[config.mk]
export PLATFORM = sky130hd
export DESIGN_NAME = xlat_walker
export DESIGN_NICKNAME = d
export VERILOG_FILES = /design/src/rtl/xlat_pkg.sv /design/src/rtl/xlat_dp.sv /design/src/rtl/xlat_ctrl.sv /design/src/rtl/xlat_walker.sv
export SDC_FILE = /design/constraint.sdc
export NUM_CORES = 1
export LEC_CHECK = 0
export BUFFER_PORTS_ARGS = -buffer_cell sky130_fd_sc_hd__buf_4
export CORE_ASPECT_RATIO = 1.5
export CORE_UTILIZATION = 30
export CTS_BUF_LIST = sky130_fd_sc_hd__clkbuf_4 sky130_fd_sc_hd__clkbuf_8
export DETAILED_ROUTE_END_ITERATION = 8
export SKIP_CTS_REPAIR_TIMING = 1
export SYNTH_ARGS = -nofsm -noshare
export SYNTH_HDL_FRONTEND = slang
export SYNTH_SLANG_ARGS = --single-unit
[constraint.sdc]
create_clock -name clk -period 3.4 [get_ports clk]
set_input_delay 0.68 -clock clk [delete_from_list [all_inputs] [get_ports clk]]
set_output_delay 0.68 -clock clk [all_outputs]
set_load 0.02 [all_outputs]
[src/rtl/xlat_pkg.sv]
package xlat_pkg;

  // Fault codes reported on rspFault
  typedef enum logic [1:0] {
    FAULT_NONE   = 2'd0,
    FAULT_ABSENT = 2'd1,
    FAULT_PERM   = 2'd2
  } fault_e;

  // Strobes from the walk sequencer to the datapath
  typedef struct packed {
    logic latchReq;  // capture request and directory frame
    logic leafSel;   // address/level refer to the leaf table
    logic takeDir;   // store next-table frame from read data
    logic finish;    // store result from read data
  } strobes_t;

  // Entry flag positions
  localparam int unsigned BIT_PRESENT = 0;
  localparam int unsigned BIT_WRITE   = 1;
  localparam int unsigned BIT_USER    = 2;

endpackage

[src/rtl/xlat_dp.sv]
module xlat_dp
  import xlat_pkg::*;
#(
  parameter int unsigned ADDR_W    = 32,
  parameter int unsigned IDX_W     = 10,
  parameter int unsigned OFF_W     = 12,
  parameter int unsigned ENT_SHIFT = 2,
  parameter int unsigned FLAG_W    = 7
) (
  input  logic                      clk,
  input  logic                      rstN,
  input  strobes_t                  st,
  input  logic [ADDR_W-1:0]         reqVaddr,
  input  logic                      reqWrite,
  input  logic                      reqUser,
  input  logic [ADDR_W-OFF_W-1:0]   rootFrame,
  input  logic [ADDR_W-1:0]         memRspData,
  output logic [ADDR_W-1:0]         memReqAddr,
  output logic                      entValid,
  output logic                      entPermOk,
  output logic [ADDR_W-1:0]         rspPaddr,
  output logic [FLAG_W-1:0]         rspFlags,
  output logic [1:0]                rspFault,
  output logic                      rspLevel
);

  localparam int unsigned FRAME_W = ADDR_W - OFF_W;
  localparam int unsigned LEAF_LO = OFF_W;
  localparam int unsigned DIR_LO  = OFF_W + IDX_W;

  logic [ADDR_W-1:0]  vaQ;
  logic               wrQ;
  logic               userQ;
  logic [FRAME_W-1:0] rootQ;
  logic [FRAME_W-1:0] nextQ;
  logic [IDX_W-1:0]   idxSel;
  logic [FRAME_W-1:0] frameSel;
  logic [FRAME_W-1:0] entFrame;
  fault_e             faultNow;

  // Table index and table frame for the current level
  assign idxSel   = st.leafSel ? vaQ[LEAF_LO +: IDX_W] : vaQ[DIR_LO +: IDX_W];
  assign frameSel = st.leafSel ? nextQ : rootQ;
  assign memReqAddr = {frameSel, idxSel, {ENT_SHIFT{1'b0}}};

  // Entry decode and permission check against the latched request
  assign entFrame  = memRspData[ADDR_W-1 -: FRAME_W];
  assign entValid  = memRspData[BIT_PRESENT];
  assign entPermOk = !(wrQ && !memRspData[BIT_WRITE]) && !(userQ && !memRspData[BIT_USER]);

  always_comb begin
    if (!entValid)       faultNow = FAULT_ABSENT;
    else if (!entPermOk) faultNow = FAULT_PERM;
    else                 faultNow = FAULT_NONE;
  end

  always_ff @(posedge clk) begin
    if (!rstN) begin
      vaQ      <= '0;
      wrQ      <= 1'b0;
      userQ    <= 1'b0;
      rootQ    <= '0;
      nextQ    <= '0;
      rspPaddr <= '0;
      rspFlags <= '0;
      rspFault <= FAULT_NONE;
      rspLevel <= 1'b0;
    end else begin
      if (st.latchReq) begin
        vaQ   <= reqVaddr;
        wrQ   <= reqWrite;
        userQ <= reqUser;
        rootQ <= rootFrame;
      end
      if (st.takeDir) nextQ <= entFrame;
      if (st.finish) begin
        rspFault <= faultNow;
        rspLevel <= st.leafSel;
        rspFlags <= memRspData[FLAG_W-1:0];
        rspPaddr <= (faultNow == FAULT_NONE) ? {entFrame, vaQ[OFF_W-1:0]} : '0;
      end
    end
  end

  // a clean finish passes the page offset through untouched
  p_offset_kept_r4: assert property (@(posedge clk) disable iff (!rstN)
    st.finish && entValid && entPermOk |=>
      rspFault == FAULT_NONE && rspPaddr[OFF_W-1:0] == vaQ[OFF_W-1:0]);

  // a missing entry wins over protection and zeroes the address
  p_absent_first_r9: assert property (@(posedge clk) disable iff (!rstN)
    st.finish && !entValid |=> rspFault == FAULT_ABSENT && rspPaddr == '0);

endmodule

[src/rtl/xlat_ctrl.sv]
module xlat_ctrl
  import xlat_pkg::*;
(
  input  logic     clk,
  input  logic     rstN,
  input  logic     reqValid,
  output logic     reqReady,
  output logic     memReqValid,
  input  logic     memReqReady,
  input  logic     memRspValid,
  input  logic     entValid,
  input  logic     entPermOk,
  output logic     rspValid,
  input  logic     rspReady,
  output strobes_t st
);

  typedef enum logic [2:0] {
    S_IDLE, S_DIR_REQ, S_DIR_WAIT, S_LEAF_REQ, S_LEAF_WAIT, S_RESP
  } state_e;

  state_e state, stateNext;
  logic   entOk;

  assign entOk = entValid && entPermOk;

  always_comb begin
    stateNext = state;
    case (state)
      S_IDLE:      if (reqValid)    stateNext = S_DIR_REQ;
      S_DIR_REQ:   if (memReqReady) stateNext = S_DIR_WAIT;
      S_DIR_WAIT:  if (memRspValid) stateNext = entOk ? S_LEAF_REQ : S_RESP;
      S_LEAF_REQ:  if (memReqReady) stateNext = S_LEAF_WAIT;
      S_LEAF_WAIT: if (memRspValid) stateNext = S_RESP;
      S_RESP:      if (rspReady)    stateNext = S_IDLE;
      default:                      stateNext = S_IDLE;
    endcase
  end

  always_ff @(posedge clk) begin
    if (!rstN) state <= S_IDLE;
    else       state <= stateNext;
  end

  assign reqReady    = (state == S_IDLE);
  assign memReqValid = (state == S_DIR_REQ) || (state == S_LEAF_REQ);
  assign rspValid    = (state == S_RESP);

  always_comb begin
    st          = '0;
    st.latchReq = (state == S_IDLE) && reqValid;
    st.leafSel  = (state == S_LEAF_REQ) || (state == S_LEAF_WAIT);
    st.takeDir  = (state == S_DIR_WAIT) && memRspValid && entOk;
    st.finish   = ((state == S_DIR_WAIT) && memRspValid && !entOk) ||
                  ((state == S_LEAF_WAIT) && memRspValid);
  end

  // no second request is taken while a walk is open
  p_busy_after_accept_r10: assert property (@(posedge clk) disable iff (!rstN)
    reqValid && reqReady |=> !reqReady);

  // read request held until taken
  p_memreq_held_r11: assert property (@(posedge clk) disable iff (!rstN)
    memReqValid && !memReqReady |=> memReqValid);

  // response held until taken
  p_rsp_held_r11: assert property (@(posedge clk) disable iff (!rstN)
    rspValid && !rspReady |=> rspValid);

  // a bad directory entry ends the walk without a leaf read
  p_short_walk_r5: assert property (@(posedge clk) disable iff (!rstN)
    state == S_DIR_WAIT && memRspValid && !entValid |=> rspValid && !memReqValid);

endmodule

[src/rtl/xlat_walker.sv]
module xlat_walker
  import xlat_pkg::*;
#(
  parameter int unsigned ADDR_W    = 32,
  parameter int unsigned IDX_W     = 10,
  parameter int unsigned OFF_W     = 12,
  parameter int unsigned ENT_SHIFT = 2,
  parameter int unsigned FLAG_W    = 7
) (
  input  logic                    clk,
  input  logic                    rstN,
  input  logic [ADDR_W-OFF_W-1:0] rootFrame,
  input  logic                    reqValid,
  output logic                    reqReady,
  input  logic [ADDR_W-1:0]       reqVaddr,
  input  logic                    reqWrite,
  input  logic                    reqUser,
  output logic                    memReqValid,
  input  logic                    memReqReady,
  output logic [ADDR_W-1:0]       memReqAddr,
  input  logic                    memRspValid,
  input  logic [ADDR_W-1:0]       memRspData,
  output logic                    rspValid,
  input  logic                    rspReady,
  output logic [ADDR_W-1:0]       rspPaddr,
  output logic [FLAG_W-1:0]       rspFlags,
  output logic [1:0]              rspFault,
  output logic                    rspLevel
);

  strobes_t st;
  logic     entValid;
  logic     entPermOk;

  xlat_ctrl i_ctrl (
    .clk         (clk),
    .rstN        (rstN),
    .reqValid    (reqValid),
    .reqReady    (reqReady),
    .memReqValid (memReqValid),
    .memReqReady (memReqReady),
    .memRspValid (memRspValid),
    .entValid    (entValid),
    .entPermOk   (entPermOk),
    .rspValid    (rspValid),
    .rspReady    (rspReady),
    .st          (st)
  );

  xlat_dp #(
    .ADDR_W    (ADDR_W),
    .IDX_W     (IDX_W),
    .OFF_W     (OFF_W),
    .ENT_SHIFT (ENT_SHIFT),
    .FLAG_W    (FLAG_W)
  ) i_dp (
    .clk        (clk),
    .rstN       (rstN),
    .st         (st),
    .reqVaddr   (reqVaddr),
    .reqWrite   (reqWrite),
    .reqUser    (reqUser),
    .rootFrame  (rootFrame),
    .memRspData (memRspData),
    .memReqAddr (memReqAddr),
    .entValid   (entValid),
    .entPermOk  (entPermOk),
    .rspPaddr   (rspPaddr),
    .rspFlags   (rspFlags),
    .rspFault   (rspFault),
    .rspLevel   (rspLevel)
  );

  // the entry address does not move while the read is stalled
  p_addr_stable_r11: assert property (@(posedge clk) disable iff (!rstN)
    memReqValid && !memReqReady |=> $stable(memReqAddr));

  // result fields do not move while the response is stalled
  p_result_stable_r11: assert property (@(posedge clk) disable iff (!rstN)
    rspValid && !rspReady |=> $stable(rspPaddr) && $stable(rspFault) && $stable(rspLevel));

endmodule

======== After elaboration in Yosys (flattened, before gate mapping) ========
Index checks and enable logic that the tools add are counted.
operators by class
  equality and inequality tests ........... 11
  multiplexer cells ....................... 13
  reductions and logical operators ........ 20
operators with widths
  kind                  count
  $mux W32              1
  $mux W3               7
  $mux W20              1
  $pmux W3 S6           1
  $mux W10              1
  $ne A2 B2 Y1 const B  5
  $logic_and A1 B1 Y1   9
  $eq A3 B2 Y1 const B  2
  $eq A3 B3 Y1 const B  2
  $reduce_and A6 Y1     1
  $logic_not A1 Y1      5
  $mux W2               2
  $eq A3 B1 Y1 const B  1
  $logic_not A3 Y1      1
  $logic_or A1 B1 Y1    3
  $logic_not A2 Y1      1
  $ne A2 B1 Y1 const B  1
storage, ports and cells
  register bits after elaboration ......... 119
  output and inout port bits .............. 77
  word-level logic and storage cells ...... 54

======== Logic depth before layout (Yosys ltp) ========
  depth in word-level cells ............... 8
  depth in mapped cells ................... 7
  mapped depth without buffers ............ 4

======== Cells and area by module ========
A second synthesis with hierarchy kept.
second synthesis, totals
  cell total of the unflattened synthesis .. 423
  area total of the unflattened synthesis .. 4813.4 sq um
modules (own cells, without submodules)
  module     times used  cells an instance  area an instance (sq um)  seq. area each (sq um)
  xlat_dp    1           384                4538.1                    2322.2
  xlat_ctrl  1           39                 275.3                     60.1

======== Worst setup path before layout ========
No wires, ideal clock.
  path kind ............................... reg-to-output
  start ................................... register i_ctrl.state[2]
  end ..................................... output port memReqAddr[15]
  arrival ................................. 1.440 ns
  data required time ...................... 2.720 ns
  path slack .............................. 1.280 ns
  stages on the path, launching flop included .. 6
  path through ............................ dfxtp_1 buf_2 nand3_1 o21ai_1 buf_2 mux2_1
between the ends
  cells in the longest elaborated chain, start to end .. 3
  elaborated cells between the ends (all ways) .. 4
  classes of those cells .................. eq/ne (2); mux (1); reduce/logical (1)
ends and longest elaborated chain
  item                                          RTL line           text
  start, declared                               xlat_ctrl.sv:22    state_e state, stateNext;
  start signal, assigned                        xlat_ctrl.sv:42    else state <= stateNext;
  $eq A3 B2 Y1 or $eq A3 B3 Y1 (tied branches)  xlat_ctrl.sv:52    st.leafSel = (state == S_LEAF_REQ) || (state == S_LEAF_WAIT);
  $logic_or A1 B1 Y1 (*)                        xlat_ctrl.sv:52
  $mux W20 (*)                                  xlat_dp.sv:43      assign frameSel = st.leafSel ? nextQ : rootQ;
  end, declared                                 xlat_walker.sv:20  output logic [ADDR_W-1:0] memReqAddr,
Every way passes the cells marked *; elsewhere a longest branch is shown, timed or not.

======== Worst setup path after layout ========
  start ................................... register i_ctrl.state[2]
  end ..................................... output port memReqAddr[23]
Same word-level chain as after synthesis.

==> metrics <==
Vias per Instance=4.77; largest net degree at the start of global routing=71; initial antenna violation count=0; DR WL/cell=15.5 um; final period utilization=89.5%; CTS tree=done; RR Startpoint=i_ctrl.state[2]; Worst setup SP type=flip-flop; Post-Syn Area=slightly below 5000 um^2; setup TNS=0 ns; Hold WC Path Type=flip-flop to flip-flop; die area=between 15,000 and 20,000 um^2; Ys Warns=0; diode count=0; Fillers=around 1,700; area delta synth->final=37.3%; DR DRC count=0; Routed Antenna Nets=0; Worst Max-Slew Pin Slew=1.16 ns; RSZ-0062 raised after global routing=no; crit path max fanout=30; critical path type=flip-flop to output pin; global-route wire length before repair=approximately 23,000 um; Worst IR Drop VDD=~0.29 mV; Via Count=4,544; share of cells above drive strength 1=33.1%; aggregate global routing overflow=0; All-Layer GR Usage=approximately 18%; Synth Register Bits=roughly 120; Worst Path Arrival=approximately 2.4 ns; worst reg2reg endpoint=i_dp.rspPaddr[11]; final hold vios=0; Inserted Clock Buffers=17; post-synth cell types=46; nets=approximately 830; power density cells=about 540 nW/um^2; CTS root buffer=clkbuf_8; Critical Path RT=approximately 2.7 ns; Fmax achieved=329 MHz; R2R setup slack=around 1.2 ns; Worst setup endpoint=memReqAddr[23]; Worst R2R Path Depth=5; MaxCap Viol Count=0; Post-synth EDFFs=0; post-layout power=3.67 mW; worst hold slack=0.452 ns; clock sinks=roughly 120; core area=between 15,000 and 20,000 um^2; first-pass iteration count of the detailed router=6; Avg Inst Size Synth=around 8.4 um^2; # port buffers=about 160; DR iter-0 viols=roughly 180; hpwl dp=~9900 um; setup violators final=0; Final GP Congestion=around 0.75; I/O pin count=169; Longest Clk Path Bufs=2; Die Width=around 110 um; top_reg_cell synth=dfxtp_1; drt total wl=about 15,000 um; vias in the first global route=4,478; Synth async-reset ratio=0%; status=complete, no violations; worst rel slew slack=~22%; Worst Skew=about 0.011 ns; Final Slew Violations=0; CP startpoint=i_ctrl.state[2]; chip height=159 um; num rows=57; sequential fraction of the synthesis area=between 40% and 50%; Initial Util=about 31%; post-layout minimum cycle time=approximately 3 ns; Syn Inst Count=~590; leakage power total=about 2.9 nW; clk slew on worst S/H paths=roughly 0.070 ns; Worst-Skew Late Latency=about 0.43 ns; CP Capture Type=output pin; H-tree levels=4
-- per-layer routing --
| metal | routed length (um) | vias up | global-route usage, % |
|---|---|---|---|
| met4 | 316 | 0 | 7.22 |
| met3 | 715 | 21 | 4.67 |
| met1 | 6090 | 2138 | 20.4 |
| met2 | 7640 | 100 | 31.2 |
| li1 | - | 2285 | - |
| met5 | 0 | - | 0 |
-- cell usage after synthesis (all sizes together), types with 2 or more instances --
cell type | number | share of area, %
mux2i | 25 | 5.1
nand3 | 5 | 0.51
a21oi | 98 | 9.9
dfxtp | 119 | 48
o21ai | 41 | 4.2
nor2 | 24 | 1.8
a21boi | 2 | 0.30
inv | 7 | 0.53
nor2b | 2 | 0.25
or3b | 6 | 1.1
o221a | 2 | 0.46
and4 | 2 | 0.35
mux2 | 30 | 6.8
a31oi | 2 | 0.25
o31ai | 3 | 0.46
nand2 | 148 | 11
nor3b | 4 | 0.71
and2b | 2 | 0.30
clkbuf | 27 | 2.2
nand2b | 2 | 0.25
buf | 21 | 2.5
a211oi | 2 | 0.30
-- critical path, stage by stage (launching register included) --
cell,delay (ns)
dfxtp_1,0.40
o21ai_4,0.94
mux2_2,0.43
buf_4,0.16
-- where the power goes --
group / leakage, nW / internal, mW / total, mW / switching (mW)
clock: 0.240 / 0.952 / 1.50 / 0.548
sequential: 0.966 / 1.47 / 1.51 / 0.0377
combinational: 1.73 / 0.279 / 0.662 / 0.383
total: 2.93 / 2.70 / 3.67 / 0.969
-- worst min-delay path by stage --
stage                   startpoint        endpoint  slack [ns]  cells after the start
floorplan            i_dp.rootQ[3]   i_dp.rootQ[3]        0.43                      2
global placement     i_dp.rootQ[0]   i_dp.rootQ[0]        0.44                      2
detailed placement    i_dp.vaQ[18]    i_dp.vaQ[18]        0.44                      2
CTS                    reqVaddr[5]     i_dp.vaQ[5]        0.45                      3
global route          reqVaddr[10]    i_dp.vaQ[10]        0.46                      3
finish              i_dp.rootQ[12]  i_dp.rootQ[12]        0.45                      2
-- through the flow --
step	setup WS, ns	area [um^2]	instances	utilization [%]
after floorplan	1.28	4950	589	-
after global placement	0.770	6320	921	39.0
after detailed placement	0.791	6320	921	39.0
after CTS	0.294	6790	952	41.9
after global routing	0.208	6790	952	41.9
final	0.356	6790	952	41.9
-- cell usage in the layout (no fill, tap or decap), types with 3 or more instances in the layout --
cell       Yosys  layout
buf_4          4     173
nand2_1      148     147
or3b_1         4       4
dfxtp_1      119     119
mux2_2        28      28
nor2_1        24      24
clkbuf_8       0      20
o21ai_0       39      39
bufinv_16      0       5
o31ai_1        3       3
mux2i_1       25      25
inv_1          5       4
clkbuf_4       1       3
a21oi_1       98      98
nand3_1        5       5
nor3b_1        3       3
-- cells by family (layout without fill, tap and decap cells) --
kind of cell / Yosys count / after routing / share of synthesized area (%)
buf+inv: 55 / 212 / 5.14
flops: 119 / 119 / 48.2
mux: 55 / 55 / 11.9
other cells: 1 / 2 / 0.0759
compound gates: 156 / 156 / 17.0
simple gates: 202 / 202 / 17.7
-- registers in the layout, summed over array words and instances (netlist names) --
register	cells
i_ctrl.state	3
i_dp.nextQ	20
i_dp.rootQ	20
i_dp.rspFault	2
i_dp.rspFlags	7
i_dp.rspLevel	1
i_dp.rspPaddr	32
i_dp.userQ	1
i_dp.vaQ	32
i_dp.wrQ	1
-- cell type report --
class / count / area (um^2) / area share, %
Timing Repair Buffer: 174 / 1320 / 19.4
Sequential cell: 119 / 2380 / 35.1
Clock inverter: 8 / 169 / 2.49
Multi-Input combinational cell: 415 / 2330 / 34.4
Inverter: 7 / 28.8 / 0.424
Tap cell: 206 / 258 / 3.80
Clock buffer: 23 / 298 / 4.39
No activity file was read; power rests on OpenSTA's default activity.
